===== src/rtl/tmr_pkg.sv =====
package tmr_pkg;

    typedef enum logic [1:0] {
        MD_OFF  = 2'b00,
        MD_DUAL = 2'b01,
        MD_WIDE = 2'b10,
        MD_CAPT = 2'b11
    } tmr_mode_e;

    localparam int ADDR_W = 3;

    localparam logic [ADDR_W-1:0] A_CTRL = 3'd0;
    localparam logic [ADDR_W-1:0] A_PSC  = 3'd1;
    localparam logic [ADDR_W-1:0] A_CNT  = 3'd2;
    localparam logic [ADDR_W-1:0] A_PER  = 3'd3;
    localparam logic [ADDR_W-1:0] A_DUTY = 3'd4;

endpackage


===== src/rtl/tmr_prescaler.sv =====
module tmr_prescaler #(
    parameter int W = 8
) (
    input  logic         clk,
    input  logic         rst_n,
    input  logic         hold,
    input  logic         clear,
    input  logic [W-1:0] match,
    output logic         tick
);

    localparam logic [W-1:0] ONE = 1;

    typedef struct packed {
        logic [W-1:0] cnt;
    } psc_state_t;

    psc_state_t st_d, st_q;

    always_comb begin
        st_d = st_q;
        tick = 1'b0;
        if (clear) begin
            st_d.cnt = '0;
        end else if (!hold) begin
            if (st_q.cnt == match) begin
                st_d.cnt = '0;
                tick     = 1'b1;
            end else begin
                st_d.cnt = st_q.cnt + ONE;
            end
        end
    end

    always_ff @(posedge clk or negedge rst_n) begin
        if (!rst_n) st_q <= '0;
        else        st_q <= st_d;
    end

endmodule


===== src/rtl/tmr_edge_sync.sv =====
module tmr_edge_sync (
    input  logic clk,
    input  logic rst_n,
    input  logic pin,
    output logic rise
);

    typedef struct packed {
        logic s1;
        logic s2;
        logic s3;
    } sync_state_t;

    sync_state_t st_d, st_q;

    always_comb begin
        st_d.s1 = pin;
        st_d.s2 = st_q.s1;
        st_d.s3 = st_q.s2;
        rise    = st_q.s2 & ~st_q.s3;
    end

    always_ff @(posedge clk or negedge rst_n) begin
        if (!rst_n) st_q <= '0;
        else        st_q <= st_d;
    end

endmodule


===== src/rtl/pwm_cap_timer.sv =====
module pwm_cap_timer
    import tmr_pkg::*;
#(
    parameter int HALF_W = 8
) (
    input  logic                clk,
    input  logic                rst_n,
    input  logic [2:0]          bus_addr,
    input  logic                bus_we,
    input  logic [2*HALF_W-1:0] bus_wdata,
    output logic [2*HALF_W-1:0] bus_rdata,
    input  logic [1:0]          tio_in,
    output logic [1:0]          tio_out,
    output logic [1:0]          tio_oe
);

    localparam int WW = 2 * HALF_W;
    localparam int NPIN = 2;
    localparam logic [HALF_W-1:0] ONE_H = 1;
    localparam logic [WW-1:0]     ONE_W = 1;

    typedef struct packed {
        tmr_mode_e         mode;
        logic              run_lo;
        logic              run_hi;
        logic [HALF_W-1:0] psc_lo;
        logic [HALF_W-1:0] psc_hi;
        logic [WW-1:0]     per;
        logic [WW-1:0]     duty;
        logic [WW-1:0]     cnt;
    } tmr_state_t;

    tmr_state_t st_d, st_q;

    logic              off_m, wide_m;
    logic              tick_lo, tick_hi;
    logic [NPIN-1:0]   rise;
    logic [HALF_W-1:0] lo_q, hi_q, lo_n, hi_n;

    assign off_m  = (st_q.mode == MD_OFF);
    assign wide_m = st_q.mode[1];
    assign lo_q   = st_q.cnt[HALF_W-1:0];
    assign hi_q   = st_q.cnt[WW-1:HALF_W];

    tmr_prescaler #(.W(HALF_W)) u_psc_lo (
        .clk   (clk),
        .rst_n (rst_n),
        .hold  (off_m),
        .clear (!off_m && !st_q.run_lo),
        .match (st_q.psc_lo),
        .tick  (tick_lo)
    );

    tmr_prescaler #(.W(HALF_W)) u_psc_hi (
        .clk   (clk),
        .rst_n (rst_n),
        .hold  (off_m),
        .clear (!off_m && (wide_m || !st_q.run_hi)),
        .match (st_q.psc_hi),
        .tick  (tick_hi)
    );

    for (genvar g = 0; g < NPIN; g++) begin : g_pin
        tmr_edge_sync u_sync (
            .clk   (clk),
            .rst_n (rst_n),
            .pin   (tio_in[g]),
            .rise  (rise[g])
        );
    end

    always_comb begin
        st_d = st_q;
        lo_n = lo_q;
        hi_n = hi_q;

        case (st_q.mode)
            MD_WIDE, MD_CAPT: begin
                if (!st_q.run_lo) begin
                    st_d.cnt = '0;
                end else if (tick_lo) begin
                    if (st_q.mode == MD_WIDE && st_q.cnt == st_q.per)
                        st_d.cnt = '0;
                    else
                        st_d.cnt = st_q.cnt + ONE_W;
                end
            end
            MD_DUAL: begin
                if (!st_q.run_lo)                        lo_n = '0;
                else if (tick_lo && lo_q == st_q.per[HALF_W-1:0]) lo_n = '0;
                else if (tick_lo)                        lo_n = lo_q + ONE_H;
                if (!st_q.run_hi)                        hi_n = '0;
                else if (tick_hi && hi_q == st_q.per[WW-1:HALF_W]) hi_n = '0;
                else if (tick_hi)                        hi_n = hi_q + ONE_H;
                st_d.cnt = {hi_n, lo_n};
            end
            default: ;
        endcase

        if (bus_we) begin
            if (bus_addr == A_CTRL) begin
                st_d.mode   = tmr_mode_e'(bus_wdata[1:0]);
                st_d.run_lo = bus_wdata[2];
                st_d.run_hi = bus_wdata[3];
            end else if (!off_m) begin
                case (bus_addr)
                    A_PSC: begin
                        st_d.psc_lo = bus_wdata[HALF_W-1:0];
                        st_d.psc_hi = bus_wdata[WW-1:HALF_W];
                    end
                    A_PER:   st_d.per  = bus_wdata;
                    A_DUTY:  st_d.duty = bus_wdata;
                    default: ;
                endcase
            end
        end

        if (st_q.mode == MD_CAPT) begin
            if (rise[0]) st_d.per  = st_q.cnt;
            if (rise[1]) st_d.duty = st_q.cnt;
        end
    end

    always_ff @(posedge clk or negedge rst_n) begin
        if (!rst_n) st_q <= '0;
        else        st_q <= st_d;
    end

    always_comb begin
        tio_out = '0;
        tio_oe  = '0;
        case (st_q.mode)
            MD_DUAL: begin
                tio_oe     = '1;
                tio_out[0] = lo_q < st_q.duty[HALF_W-1:0];
                tio_out[1] = hi_q < st_q.duty[WW-1:HALF_W];
            end
            MD_WIDE: begin
                tio_oe     = '1;
                tio_out[0] = st_q.cnt < st_q.duty;
                tio_out[1] = !(st_q.cnt < st_q.duty);
            end
            default: ;
        endcase
    end

    always_comb begin
        bus_rdata = '0;
        case (bus_addr)
            A_CTRL:  bus_rdata[3:0] = {st_q.run_hi, st_q.run_lo, st_q.mode};
            A_PSC:   bus_rdata = {st_q.psc_hi, st_q.psc_lo};
            A_CNT:   bus_rdata = st_q.cnt;
            A_PER:   bus_rdata = st_q.per;
            A_DUTY:  bus_rdata = st_q.duty;
            default: bus_rdata = '0;
        endcase
    end

endmodule


===== config.mk =====
export PLATFORM = sky130hd
export DESIGN_NAME = pwm_cap_timer
export DESIGN_NICKNAME = d
export VERILOG_FILES = /design/src/rtl/tmr_pkg.sv /design/src/rtl/tmr_prescaler.sv /design/src/rtl/tmr_edge_sync.sv /design/src/rtl/pwm_cap_timer.sv
export SDC_FILE = /design/constraint.sdc
export NUM_CORES = 1
export LEC_CHECK = 0
export ABC_AREA = 1
export BUFFER_PORTS_ARGS = -buffer_cell sky130_fd_sc_hd__buf_4
export CAP_MARGIN = 20
export CORE_ASPECT_RATIO = 2
export CORE_MARGIN = 5
export CORE_UTILIZATION = 55
export CTS_CLUSTER_SIZE = 12
export DETAILED_ROUTE_END_ITERATION = 16
export GPL_TIMING_DRIVEN = 0
export HOLD_SLACK_MARGIN = 0.06
export PLACE_DENSITY_LB_ADDON = 0.1
export SLEW_MARGIN = 20
export SYNTH_ARGS = -nofsm -noshare
export SYNTH_HDL_FRONTEND = slang
export SYNTH_SLANG_ARGS = --single-unit

===== constraint.sdc =====
create_clock -name clk -period 2.15 [get_ports clk]
set_input_delay 0.3225 -clock clk [delete_from_list [all_inputs] [get_ports clk]]
set_output_delay 0.3225 -clock clk [all_outputs]
set_load 0.005 [all_outputs]

Word level (Yosys, flattened, before mapping)

Cells that the tools add are included.

Flip-flop bits (word level): 90
Input port bits: 24
Output and inout port bits: 20
Logic and storage cells: 101

$add $sub $neg: 5
Magnitude comparators: 3
Equality and inequality tests: 17
Multiplexer cells: 34
Bitwise logic cells: 6
Reductions and logical operators: 19

Operators by type and width:

| cell                    | number |
|---|---|
| $mux W32                | 4 |
| $mux W16                | 7 |
| $mux W8                 | 12 |
| $pmux W12 S4            | 1 |
| $add A8 B1 Y8 const B   | 4 |
| $eq A8 B8 Y1            | 4 |
| $pmux W16 S2            | 1 |
| $pmux W4 S5             | 1 |
| $add A16 B1 Y16 const B | 1 |
| $eq A16 B16 Y1          | 1 |
| $lt A16 B16 Y1          | 1 |
| $lt A8 B8 Y1            | 2 |
| $ne A4 B4 Y1 const B    | 2 |
| $eq A3 B2 Y1 const B    | 2 |
| $mux W1                 | 6 |
| $reduce_and A3 Y1       | 2 |
| $logic_and A1 B1 Y1     | 5 |
| $eq A2 B2 Y1 const B    | 2 |
| $logic_not A1 Y1        | 4 |
| $ne A2 B1 Y1 const B    | 2 |
| $not A1 Y1              | 4 |
| $pmux W2 S2             | 1 |
| $reduce_and A4 Y1       | 1 |
| $reduce_or A2 Y1        | 2 |
| 11 further kinds        | 12 |

Logic depth before layout (Yosys ltp)

Gate-level depths: netlist (run 1).

Word-level depth: 8
Gate-level depth with buffers: 12
Mapped depth without buffers: 12

Cells and area by module

Synthesis (run 1) repeated with hierarchy kept, for this count alone.

Cells, all modules: 808
Area, all modules: 6108.4 µm²

By module, submodules not included:

| module        | instances | cells an instance | area an instance (µm²) |
|---|---|---|---|
| pwm_cap_timer | 1         | 630               | 4667.0 |
| tmr_prescaler | 2         | 84                | 635.6 |
| tmr_edge_sync | 2         | 5                 | 85.1 |

Worst setup path before layout (run 1)

No wires, ideal clock.

Kind: reg2out
From: reg st_q, in the netlist hi_q[7]
To: out tio_out[1]
Arrival time: 1442 ps
Slack: 386 ps
Stages on the path, launching flop included: 10
Path buffers: 0
Cell sequence: dfrtp_1 -> ha_1 -> nand2_1 -> nor2_1 -> inv_1 -> o221ai_1 -> nor2_1 -> nand2_1 -> nand2_1 -> a21oi_1

Word-level cells in the longest chain between the ends: 3

RTL lines:

| element                | line                 | text |
|---|---|---|
| from (decl)            | pwm_cap_timer.sv:33  | `tmr_state_t st_d, st_q;` |
| from (signal assigned) | pwm_cap_timer.sv:126 | `else st_q <= st_d;` |
| $lt A16 B16 Y1         | pwm_cap_timer.sv:141 | `tio_out[1] = !(st_q.cnt < st_q.duty);` |
| $logic_not A1 Y1       | pwm_cap_timer.sv:141 |  |
| $pmux W2 S2 *          | pwm_cap_timer.sv:132 | `case (st_q.mode)` |
| to (decl)              | pwm_cap_timer.sv:13  | `output logic [1:0] tio_out,` |

Every way passes the cells marked *; elsewhere a longest branch is shown, timed or not.

Worst setup path after layout (run 1)

From: reg st_q, in the netlist hi_q[6]
To: out tio_out[1]

Same word-level chain as after synthesis.

==> results by group, run 1 <==
Die
  – Num ports: 44
  – Die X: a little over 80 µm
  – Starting Density: roughly 56%
  – Die boundary height: between 150 and 200 µm
  – Area enclosed by the die boundary: between 10000 and 15000 µm²
  – Core box area: between 10000 and 15000 µm²
  – Total number of placement rows: 53

Critical path
  – Count of cells along the worst register-to-register path: 7
  – Critical path start-end classification: reg -> out
  – Critical path endpoint: tio_out[1]
  – Largest driver fanout on the critical path: 3
  – Worst EP arrival: about 2100 ps
  – Worst setup path startpoint: hi_q[6]
  – Data required time at the worst endpoint: around 1800 ps
  – Register-to-register setup slack: 80 ps
  – Setup crit end kind: output pin
  – Worst reg2reg path startpoint: st_q[66]
  – Worst Setup Start Kind: flop
  – Critical register-to-register path endpoint: st_q[22]

Drt
  – Final antenna-violating net count: 0
  – Routed wire length: 20370 µm
  – Drt first-iter violations: 460
  – 1st-pass router iterations: 5
  – Post-DR vias/cell: 6.022
  – Total vias in the final route: a little under 6000
  – Routed WL per cell: between 20 and 25 µm
  – DR DRC count: 0

Layout
  – Sequential cell area in the final layout: about 2300 µm²
  – Number of antenna repair diodes: 0
  – Post-Layout Cell Count: roughly 990
  – Layout fillers: 972
  – Multi-input gate area in the final layout: approximately 3400 µm²
  – Layout Area Growth over Synthesis: 18.77%
  – Utilization after layout: 66.72%
  – Number of nets in the layout: 893
  – Summed area of non-filler cells in the final layout: 6990 µm²
  – Share of cells above drive strength 1: roughly 21%

CTS
  – Clk slew on worst S/H paths: 70 ps
  – Clock tree from TritonCTS: built
  – Clk root buf: clkbuf_16
  – Clock latency at the later pin of the worst-skew pair: roughly 350 ps
  – H-tree lvl count: 3
  – Hold bufs inserted after CTS: 0
  – Total CTS buffers: 9
  – Sinks on Clock Net: 90
  – Clock Path Buffers: 2

Timing
  – Worst hold margin: 59.11 ps
  – Sum of negative setup slack: -417.3 ps
  – Slew Limit Fails: 0
  – Final hold violation count: 0
  – Relative slew slack: between 40 and 50%
  – Finish-stage setup viols: 2
  – Maximum clock rate: 0.4176 GHz
  – Clock skew after layout: about 6.3 ps
  – PnR worst setup slack: -244.9 ps
  – Final Critical Period: about 2400 ps
  – RSZ-0062 raised after global routing: true
  – Period utilization: 111.4%
  – Slew at the pin with the worst max-slew slack: around 830 ps

Power
  – Fraction of power consumed by combinational cells: between 40% and 50%
  – Fraction of power consumed by sequential logic: 37.2%
  – Switching power share of the total: between 40% and 50%
  – Internal power: between 4 and 5 mW
  – Leak Pwr: 3.257 nW
  – Pwr/cell area: between 1000 and 1500 nW/µm²
  – Sw Pwr: ~2.9 mW
  – Clock share of power: 21.6%
  – Maximum vdd drop: between 0.6 and 0.7 mV

Placed design
  – Detailed placer's ending HPWL: around 15000 µm
  – Post-detailed-placement cell area: 6384 µm²
  – Port-buffer cells: between 40 and 50
  – Number of instances in the placed design: 960
  – RD Place Congestion: between 0.9 and 1

Yosys
  – Number of nets in the synthesized netlist: roughly 830
  – Number of flops mapped to enable cells by yosys: 0
  – Avg Cell Area, Syn: approximately 7.5 µm²
  – Syn. warnings: 0
  – Synth Register Bits: 90
  – Gate count of the mapped netlist: about 800
  – Post-Syn Area: slightly below 6000 µm²
  – Share of synthesized registers carrying an async set or reset: 100.0%
  – Sequential element share of the synthesized area: between 30% and 40%
  – Unique masters post-synth: 44
  – Leading register cell type out of synthesis: dfrtp_1

GRT
  – Total global-route track usage: between 30% and 40%
  – Antenna violations before repair: 0
  – Largest net degree at the start of global routing: 91
  – Number of global-route vias before repair: 6088
  – First-pass GRT wire length: roughly 32000 µm
  – Total gr overflow: 0

Run status
  – Outcome: finished, violations left
  – Violations in the final reports: negative setup slack

Job
  – Maximum capacitance violations: 0

Worst hold path
  – Hold/Removal Path Class: in -> async
==> sequential cells by signal (all words and copies together), names as in the netlist <==
name,count
hi_q,8
g_pin.u_sync.st_q,2
g_pin.u_sync.st_d,4
u_psc_hi.st_q,8
lo_q,8
st_q,52
u_psc_lo.st_q,8
==> cell type report <==
type | count | area share (%)
Multi-Input combinational cell | 570 | 48.15
Clock buffer | 10 | 3.419
Sequential cell | 90 | 32.38
Buffer | 27 | 2.112
Clock inverter | 6 | 0.6980
Timing Repair Buffer | 53 | 5.745
Tap cell | 137 | 2.452
Inverter | 93 | 5.047
==> power by group through the flow <==
stage	logic [mW]	clock network, mW	registers (mW)
after global placement	2.54	0	2.65
after CTS	2.84	1.55	2.64
after detailed placement	2.63	0	2.67
after global routing	3.29	1.63	2.71
final	2.95	1.54	2.66
after floorplan	1.90	0	2.51
==> what timing repair did <==
item / in CTS / in global routing
setup buffers: 9 / 1
pin swaps: 11 / 13
cloned: 0 / 0
resized for setup: 52 / 22
setup endpoints to repair: 67 / 49
==> critical path, stage by stage (launching register included) <==
cell	delay, ps
dfrtp_2	460
ha_4	290
nand2_4	60
nor2_4	160
nand3_4	100
a21oi_2	130
nor2_2	60
nand2_1	70
nand2_1	60
a21oi_2	180
buf_4	140
==> cells in the final DEF (no fill, tap or decap), types with 4 or more instances in the layout <==
master     netlist  routed
a21oi_1         35      28
a21oi_2          0       7
a221o_1          5       5
a221oi_1         4       4
buf_2            9       8
buf_4            2      56
clkbuf_1        14       5
clkbuf_16        0       9
clkbuf_2         1       8
dfrtp_1         90      81
dfrtp_2          0       9
ha_1            25      17
ha_4             0       6
inv_1           79      72
inv_2           13      19
mux2_2           8       8
nand2_1        198     192
nand2_2          3       8
nand3_1         37      34
nand3_2          3       5
nor2_1          72      65
nor2_2           5       9
nor2_4           4       7
nor3_1           8       8
o211ai_1        31      31
o21ai_0         54      53
o21ai_1          4       5
o22ai_1         16      16
xnor2_1         14      14
xor2_1          18      18
==> kinds of logic after synthesis <==
logic type	Yosys count	share of synthesized area, %
multiplexers	9	1.722
AO/OA/AOI/OAI	156	15.92
AND/OR/NAND/NOR	348	25.89
XOR/XNOR	32	4.762
adder cells (fa/ha/maj)	25	5.315
buffers and inverters	120	8.120
flip-flops	90	38.27
==> cells in the mapped netlist (16+ instances only) <==
| master | number | area [µm²] |
|---|---|---|
| xor2_1 | 18 | 157.7 |
| a21oi_1 | 35 | 175.2 |
| o21ai_0 | 54 | 270.3 |
| nand3_1 | 37 | 185.2 |
| nor2_1 | 72 | 270.3 |
| ha_1 | 25 | 312.8 |
| o22ai_1 | 16 | 100.1 |
| inv_1 | 79 | 296.5 |
| o211ai_1 | 31 | 232.7 |
| dfrtp_1 | 90 | 2252 |
| nand2_1 | 198 | 743.2 |
==> worst min-delay path by stage <==
stage          slack [ps]                      end
2_1_floorplan          30  g_pin[0].u_sync.st_d[0]
3_3_place_gp          340  g_pin[1].u_sync.st_d[0]
6_report               60                 st_q[59]
3_5_place_dp          340  g_pin[1].u_sync.st_d[0]
4_1_cts                70  g_pin[1].u_sync.st_d[1]
5_1_grt                70  g_pin[0].u_sync.st_d[1]
==> through the flow <==
step | total power [mW] | setup slack, ps
final | 7.144 | -244.9
after global routing | 7.634 | -313.0
after CTS | 7.036 | -213.4
after detailed placement | 5.298 | -236.8
after global placement | 5.194 | -229.2
after floorplan | 4.410 | 385.9
==> layer usage <==
layer | part of all wire (%) | vias to the layer above | global-route usage [%]
met5 | 0 | - | 0
met4 | 9.3 | 0 | 27.44
met3 | 6.3 | 123 | 6.322
met2 | 51 | 291 | 55.51
met1 | 34 | 2826 | 32.16
li1 | - | 2698 | -
No activity file was read; power rests on OpenSTA's default activity.
==> inputs of run 2 (changes only) <==
- CORE_MARGIN: 5 -> 4
- clock period: 2.15 -> 2.32 ns (I/O delays scaled with it)
==> results by group, run 2 (synthesized netlist as in run 1, its figures left out) <==
Layout
  – Summed area of non-filler cells in the final layout: 7028 µm² (+0.54%)
  – Share of cells above drive strength 1: 21.01% (-0.43 points)
  – Layout Area Growth over Synthesis: 19.41%
  – Number of antenna repair diodes: 0 (unchanged)
  – Number of nets in the layout: 897 (+0.45%)
  – Max reg flops: 52 (unchanged)
  – Most flops, register: st_q
  – Leading cell type in the layout, fill and taps excluded: nand2_1
  – Most frequent cells in the layout: nand2_1, dfrtp_1, inv_1

Timing
  – Clock skew after layout: 8.427 ps (+2.101 ps)
  – Sum of negative setup slack: -113.2 ps (+304.1 ps)
  – Finish-stage setup viols: 2 (unchanged)
  – Final Critical Period: approximately 2400 ps
  – Maximum clock rate: between 0.4 and 0.5 GHz
  – Relative slew slack: 42.50% (-2.0 points)
  – Final hold violation count: 0 (unchanged)
  – RSZ-0062 raised after global routing: true
  – Period utilization: 103.3%
  – PnR worst setup slack: -77.09 ps (+167.8 ps)
  – Slew Limit Fails: 0 (unchanged)
  – Slew at the pin with the worst max-slew slack: 862.5 ps (+30.58 ps)

Drt
  – Routed wire length: 20310 µm (-0.30%)
  – Routed WL per cell: 20.54 µm (-0.60%)
  – Final antenna-violating net count: 0 (unchanged)
  – Post-DR vias/cell: 6.005 (-0.29%)
  – DR DRC count: 0 (unchanged)
  – 1st-pass router iterations: 5 (unchanged)
  – Total vias in the final route: 5939 (+0.017%)
  – Drt first-iter violations: 511 (+11%)

CTS
  – Clock tree from TritonCTS: built
  – Clock Path Buffers: 2 (unchanged)
  – Clk slew on worst S/H paths: 70 ps (about the same)
  – H-tree lvl count: 3 (unchanged)
  – Sinks on Clock Net: 90 (unchanged)
  – Total CTS buffers: 9 (unchanged)
  – Hold bufs inserted after CTS: 0 (unchanged)
  – Clock latency at the later pin of the worst-skew pair: 350 ps (about the same)
  – Clk root buf: clkbuf_16

Die
  – Num ports: 44 (unchanged)
  – Total number of placement rows: 53 (unchanged)
  – Area enclosed by the die boundary: 12520 µm² (-3.7%)
  – Starting Density: 56.17% (unchanged)
  – Core box area: 10480 µm² (unchanged)
  – Die X: 81.15 µm (-2.4%)
  – Die boundary height: 154.3 µm (-1.3%)

Placed design
  – Worst slack at placement: -40.19 ps (+196.6 ps)
  – Port-buffer cells: 43 (unchanged)
  – Detailed placer's ending HPWL: 14420 µm (-1.7%)
  – RD Place Congestion: 0.9652 (-2.0%)
  – Post-detailed-placement cell area: 6384 µm² (unchanged)

Critical path
  – Worst Setup Start Kind: flop
  – Cells along the critical path: ha_4 > nand2_4 > nor2_4 > inv_2 > o221ai_4 > nor2_2 > nand2_1 > nand2_1 > a21oi_2 > buf_4
  – Worst reg2reg path startpoint: st_q[66]
  – Category of cells accounting for the largest share of critical-path delay: flip-flops
  – Count of cells along the worst register-to-register path: 7 (unchanged)
  – Worst EP arrival: 2050 ps (-20 ps)
  – Most numerous cell on the critical path: nand2_1
  – Crit path buffers/inverters: 2 (+1)
  – Largest driver fanout on the critical path: 2 (-1)
  – Delay contributed by the slowest stage of the critical path: 450 ps (about the same)
  – Critical register-to-register path endpoint: st_q[23]
  – Setup crit end kind: output pin
  – Register-to-register setup slack: 190 ps (+110 ps)
  – Data required time at the worst endpoint: 1970 ps (+140 ps)
  – Critical path start-end classification: reg -> out
  – Max stage delay cell, worst path: dfrtp_2

Power
  – Clock share of power: 22.3% (+0.7 points)
  – Sw Pwr: 2.740 mW (-5.8%)
  – Maximum vdd drop: 0.8133 mV (+18%)
  – Internal power: 4.054 mW (-4.3%)
  – Leak Pwr: 3.282 nW (+0.76%)
  – Fraction of power consumed by sequential logic: 36.3% (-0.9 points)
  – Switching power share of the total: 40.33% (-0.37 points)
  – Pwr/cell area: 966.7 nW/µm² (-5.4%)
  – Fraction of power consumed by combinational cells: 41.3% (about the same)

Run status
  – Outcome: finished, violations left
  – Violations in the final reports: negative setup slack

GRT
  – Total gr overflow: 0 (unchanged)
  – Largest net degree at the start of global routing: 91 (unchanged)
  – Total global-route track usage: 33.65% (+1.8 points)
  – Antenna violations before repair: 0 (unchanged)
  – First-pass GRT wire length: 31280 µm (-2.2%)
  – Number of global-route vias before repair: 5943 (-2.4%)

Worst hold path
  – Hold/Removal Path Class: in -> async

Job
  – Maximum capacitance violations: 0 (unchanged)
[run 2: changes by cell type in the layout (fill, tap and decap cells not counted), moves of 2 or more]
cell,before,now
clkinv_4,3,1
nor2_1,65,68
inv_6,2,4
clkbuf_1,5,7
nand2_2,8,5
nand2_1,192,194
nor2_4,7,5
buf_4,56,58
[run 2: power groups by stage]
stage | sequential (mW) | clock [mW] | combinational, mW
after global routing | 2.50 | 1.60 | 3.14
final | 2.47 | 1.52 | 2.81
after CTS | 2.44 | 1.53 | 2.64
after global placement | 2.46 | 0 | 2.34
after floorplan | 2.33 | 0 | 1.76
after detailed placement | 2.48 | 0 | 2.41
[run 2: through the flow]
| step | hold WS (ps) | total power [mW] | util (%) | instances |
|---|---|---|---|---|
| floorplan | 52.41 | 4.087 | - | 780 |
| global placement | 339.1 | 4.800 | 60.89 | 960 |
| detailed placement | 337.1 | 4.890 | 60.93 | 960 |
| CTS | 93.37 | 6.612 | 65.88 | 983 |
| global route | 95.75 | 7.234 | 67.08 | 989 |
| finish | 41.06 | 6.794 | 67.08 | 989 |
[run 2: area by class of cell]
class,count,area [µm²]
inverters,93,349.1
multi-input cells,570,3359
clock inverters,6,73.82
well taps,137,171.4
plain buffers,27,140.1
flip-flops and latches,90,2265
clock buffers,9,225.2
repair buffers,57,444.2
fillers,965,3450
[run 2: worst register-to-register path, cell delays in order (launching register included)]
cell and delay, ps:
dfrtp_1 500, inv_1 150, ha_2 270, nor2_2 220
nand2_1 180, clkbuf_2 290, o211ai_1 230, o21ai_0 130
[run 2: worst max-delay path by stage]
stage	from	endpoint	cells past startpoint
after floorplan	hi_q[7]	tio_out[1]	9
after global placement	bus_addr[2]	bus_rdata[0]	6
after detailed placement	st_q[67]	st_q[22]	8
after CTS	hi_q[5]	tio_out[1]	10
after global routing	st_q[21]	tio_out[0]	10
final	hi_q[7]	tio_out[1]	10
[run 2: routing by layer]
| layer | global-route usage, % | vias to the layer above | share of wire, % |
|---|---|---|---|
| li1 | - | 2717 | - |
| met4 | 24.90 | 0 | 8.6 |
| met5 | 0 | - | 0 |
| met3 | 4.196 | 108 | 5.6 |
| met2 | 57.12 | 301 | 50 |
| met1 | 37.18 | 2813 | 35 |
[run 2: repair_timing]
action | in CTS | in global routing
buffers inserted | 8 | 6
gates resized for setup | 36 | 27
endpoints found under the setup margin | 24 | 63
gates cloned | 0 | 0
pin swaps | 13 | 8
==> inputs of run 3 (changes only) <==
- CORE_ASPECT_RATIO: 2 -> 1.4
==> results by group, run 3 (synthesized netlist as in run 1, its figures left out) <==
CTS
  – H-tree lvl count: 3 (unchanged)
  – Total CTS buffers: 9 (unchanged)
  – Clock Path Buffers: 2 (unchanged)
  – Clk root buf: clkbuf_16
  – Clock latency at the later pin of the worst-skew pair: 350 ps (about the same)
  – Clock tree from TritonCTS: built
  – Clk slew on worst S/H paths: 70 ps (about the same)
  – Hold bufs inserted after CTS: 0 (unchanged)
  – Sinks on Clock Net: 90 (unchanged)

Drt
  – Routed WL per cell: 18.82 µm (-8.4%)
  – DR DRC count: 0 (unchanged)
  – Met2 routed WL: 8890 µm (-13%)
  – Final antenna-violating net count: 0 (unchanged)
  – 1st-pass router iterations: 5 (unchanged)
  – Met1 Routed Length: 7094 µm (-1.6%)
  – Uppermost signal routing layer after detailed routing: met4
  – Drt first-iter violations: 446 (-13%)
  – Routed wire length: 18460 µm (-9.1%)
  – Met3 routed wirelength: 1258 µm (+11%)
  – Post-DR vias/cell: 5.848 (-2.6%)
  – Total vias in the final route: 5737 (-3.4%)

GRT
  – Total gr overflow: 0 (unchanged)
  – Largest net degree at the start of global routing: 91 (unchanged)
  – Total global-route track usage: 31.04% (-2.6 points)
  – Number of global-route vias before repair: 5482 (-7.8%)
  – First-pass GRT wire length: 28790 µm (-7.9%)
  – Antenna violations before repair: 0 (unchanged)

Power
  – Sw Pwr: 2.607 mW (-4.9%)
  – Fraction of power consumed by sequential logic: 37.3% (+1.0 points)
  – Switching power share of the total: 40.09% (-0.24 points)
  – Fraction of power consumed by combinational cells: 41.1% (-0.2 points)
  – Maximum vdd drop: 0.5858 mV (-28%)
  – Internal power: 3.896 mW (-3.9%)
  – Clock share of power: 21.6% (-0.7 points)
  – Leak Pwr: 3.219 nW (-1.9%)
  – Pwr/cell area: 947.9 nW/µm² (-1.9%)

Critical path
  – Data required time at the worst endpoint: 1970 ps (about the same)
  – Critical path start-end classification: reg -> out
  – Worst Setup Start Kind: flop
  – Setup crit end kind: output pin
  – Worst EP arrival: 2040 ps (about the same)
  – Largest driver fanout on the critical path: 2 (unchanged)

Timing
  – Slew at the pin with the worst max-slew slack: 842.7 ps (-19.78 ps)
  – Clock skew after layout: 6.211 ps (-2.216 ps)
  – Worst hold margin: 81.47 ps (+40.41 ps)
  – PnR worst setup slack: -69.41 ps (+7.678 ps)
  – Slew Limit Fails: 0 (unchanged)
  – Period utilization: 103.0% (-0.33 points)
  – Finish-stage setup viols: 2 (unchanged)
  – Maximum clock rate: 0.4185 GHz (+0.32%)
  – Final Critical Period: 2389 ps (-7.678 ps)
  – Final hold violation count: 0 (unchanged)
  – RSZ-0062 raised after global routing: true
  – Relative slew slack: 43.82% (+1.3 points)

Layout
  – Number of nets in the layout: 888 (-1.0%)
  – Most flops, register: st_q
  – Max reg flops: 52 (unchanged)
  – Leading cell type in the layout, fill and taps excluded: nand2_1
  – Layout Area Growth over Synthesis: 16.56%
  – Post-Layout Cell Count: 981 (-0.81%)
  – Most frequent cells in the layout: nand2_1, dfrtp_1, inv_1
  – Number of antenna repair diodes: 0 (unchanged)
  – Share of cells above drive strength 1: 17.91% (-3.1 points)

Placed design
  – Worst slack at placement: -53.11 ps (-12.92 ps)
  – Number of instances in the placed design: 961 (+0.10%)
  – RD Place Congestion: 0.9711 (+0.61%)
  – Port-buffer cells: 43 (unchanged)
  – Detailed placer's ending HPWL: 13490 µm (-6.4%)

Worst hold path
  – Hold/Removal Path Class: in -> async

Die
  – Num ports: 44 (unchanged)
  – Die X: 95.43 µm (+18%)
  – Total number of placement rows: 44 (-17%)
  – Starting Density: 56.57% (+0.39 points)
  – Core box area: 10410 µm² (-0.69%)
  – Die boundary height: 130.4 µm (-15%)
  – Area enclosed by the die boundary: 12440 µm² (-0.61%)

Run status
  – Outcome: finished, violations left
  – Violations in the final reports: negative setup slack

Job
  – Maximum capacitance violations: 0 (unchanged)
run 3: cell types whose count changed in the layout (fill, tap and decap cells not counted), sizes merged:
cell / delta
clkinvlp: +1
bufinv: -1
inv: -3
clkbuf: +2
clkinv: +1
buf: -9
run 3: power groups by stage:
stage          clock network, mW  registers [mW]  logic (mW)
6_report                    1.40            2.43        2.68
3_5_place_dp                   0            2.44        2.45
5_1_grt                     1.48            2.47        2.99
2_1_floorplan                  0            2.33        1.76
3_3_place_gp                   0            2.43        2.37
4_1_cts                     1.42            2.41        2.61
run 3: stage by stage:
step	util [%]	TNS [ps]	instance area [µm²]	power [mW]
floorplan	-	0	5886	4.087
global placement	61.33	0	6381	4.803
detailed placement	61.36	-53.11	6385	4.894
CTS	65.61	-106.4	6827	6.444
global route	65.93	-271.6	6860	6.943
finish	65.93	-122.3	6860	6.503
run 3: path summary, 6_finish.rpt:
| path | slack [ps] | end | depth (start not counted) | from |
|---|---|---|---|---|
| max | -70 | tio_out[1] | 10 | hi_q[5] |
| min | 80 | u_psc_lo.st_q[6] | 1 | rst_n |
| max reg2reg | 160 | hi_q[4] | 9 | st_q[67] |
| min reg2reg | 360 | g_pin[0].u_sync.st_d[0] | 0 | g_pin[0].u_sync.st_d[1] |
| max in group asynchronous | 1620 | hi_q[6] | 1 | rst_n |
| min in group clk | 110 | g_pin[1].u_sync.st_d[1] | 1 | tio_in[1] |
run 3: area by class of cell:
type                       instances  area, µm²
inverter                          93      349.1
tap                              138      172.7
clock inverter                     4      26.28
multi-input combinational        570       3302
timing repair buffer              48      364.1
buffer                            27      133.9
fill                             922       3545
sequential                        90       2260
clock buffer                      11      252.7
run 3: timing repair:
item / 4_1_cts / 5_1_grt
endpoints found under the setup margin: 2 / 29
setup buffers: 5 / 0
endpoints found under the hold margin: 0 / 0
gates resized for setup: 26 / 17
pin swaps: 8 / 6
run 3: routing by layer:
| layer | global-route usage (%) | vias to the layer above |
|---|---|---|
| met5 | 0 | - |
| met4 | 18.01 | 0 |
| met3 | 5.040 | 63 |
| met2 | 51.30 | 290 |
| met1 | 38.15 | 2695 |
| li1 | - | 2689 |
run 3: worst max-delay path: stages, from the launching register on:
cell,delay (ps)
dfrtp_2,460
ha_4,300
nand2_4,50
nor2_4,140
inv_2,60
o221ai_4,180
nor2_2,80
nand2_1,70
nand2_1,50
a21oi_2,170
buf_4,130
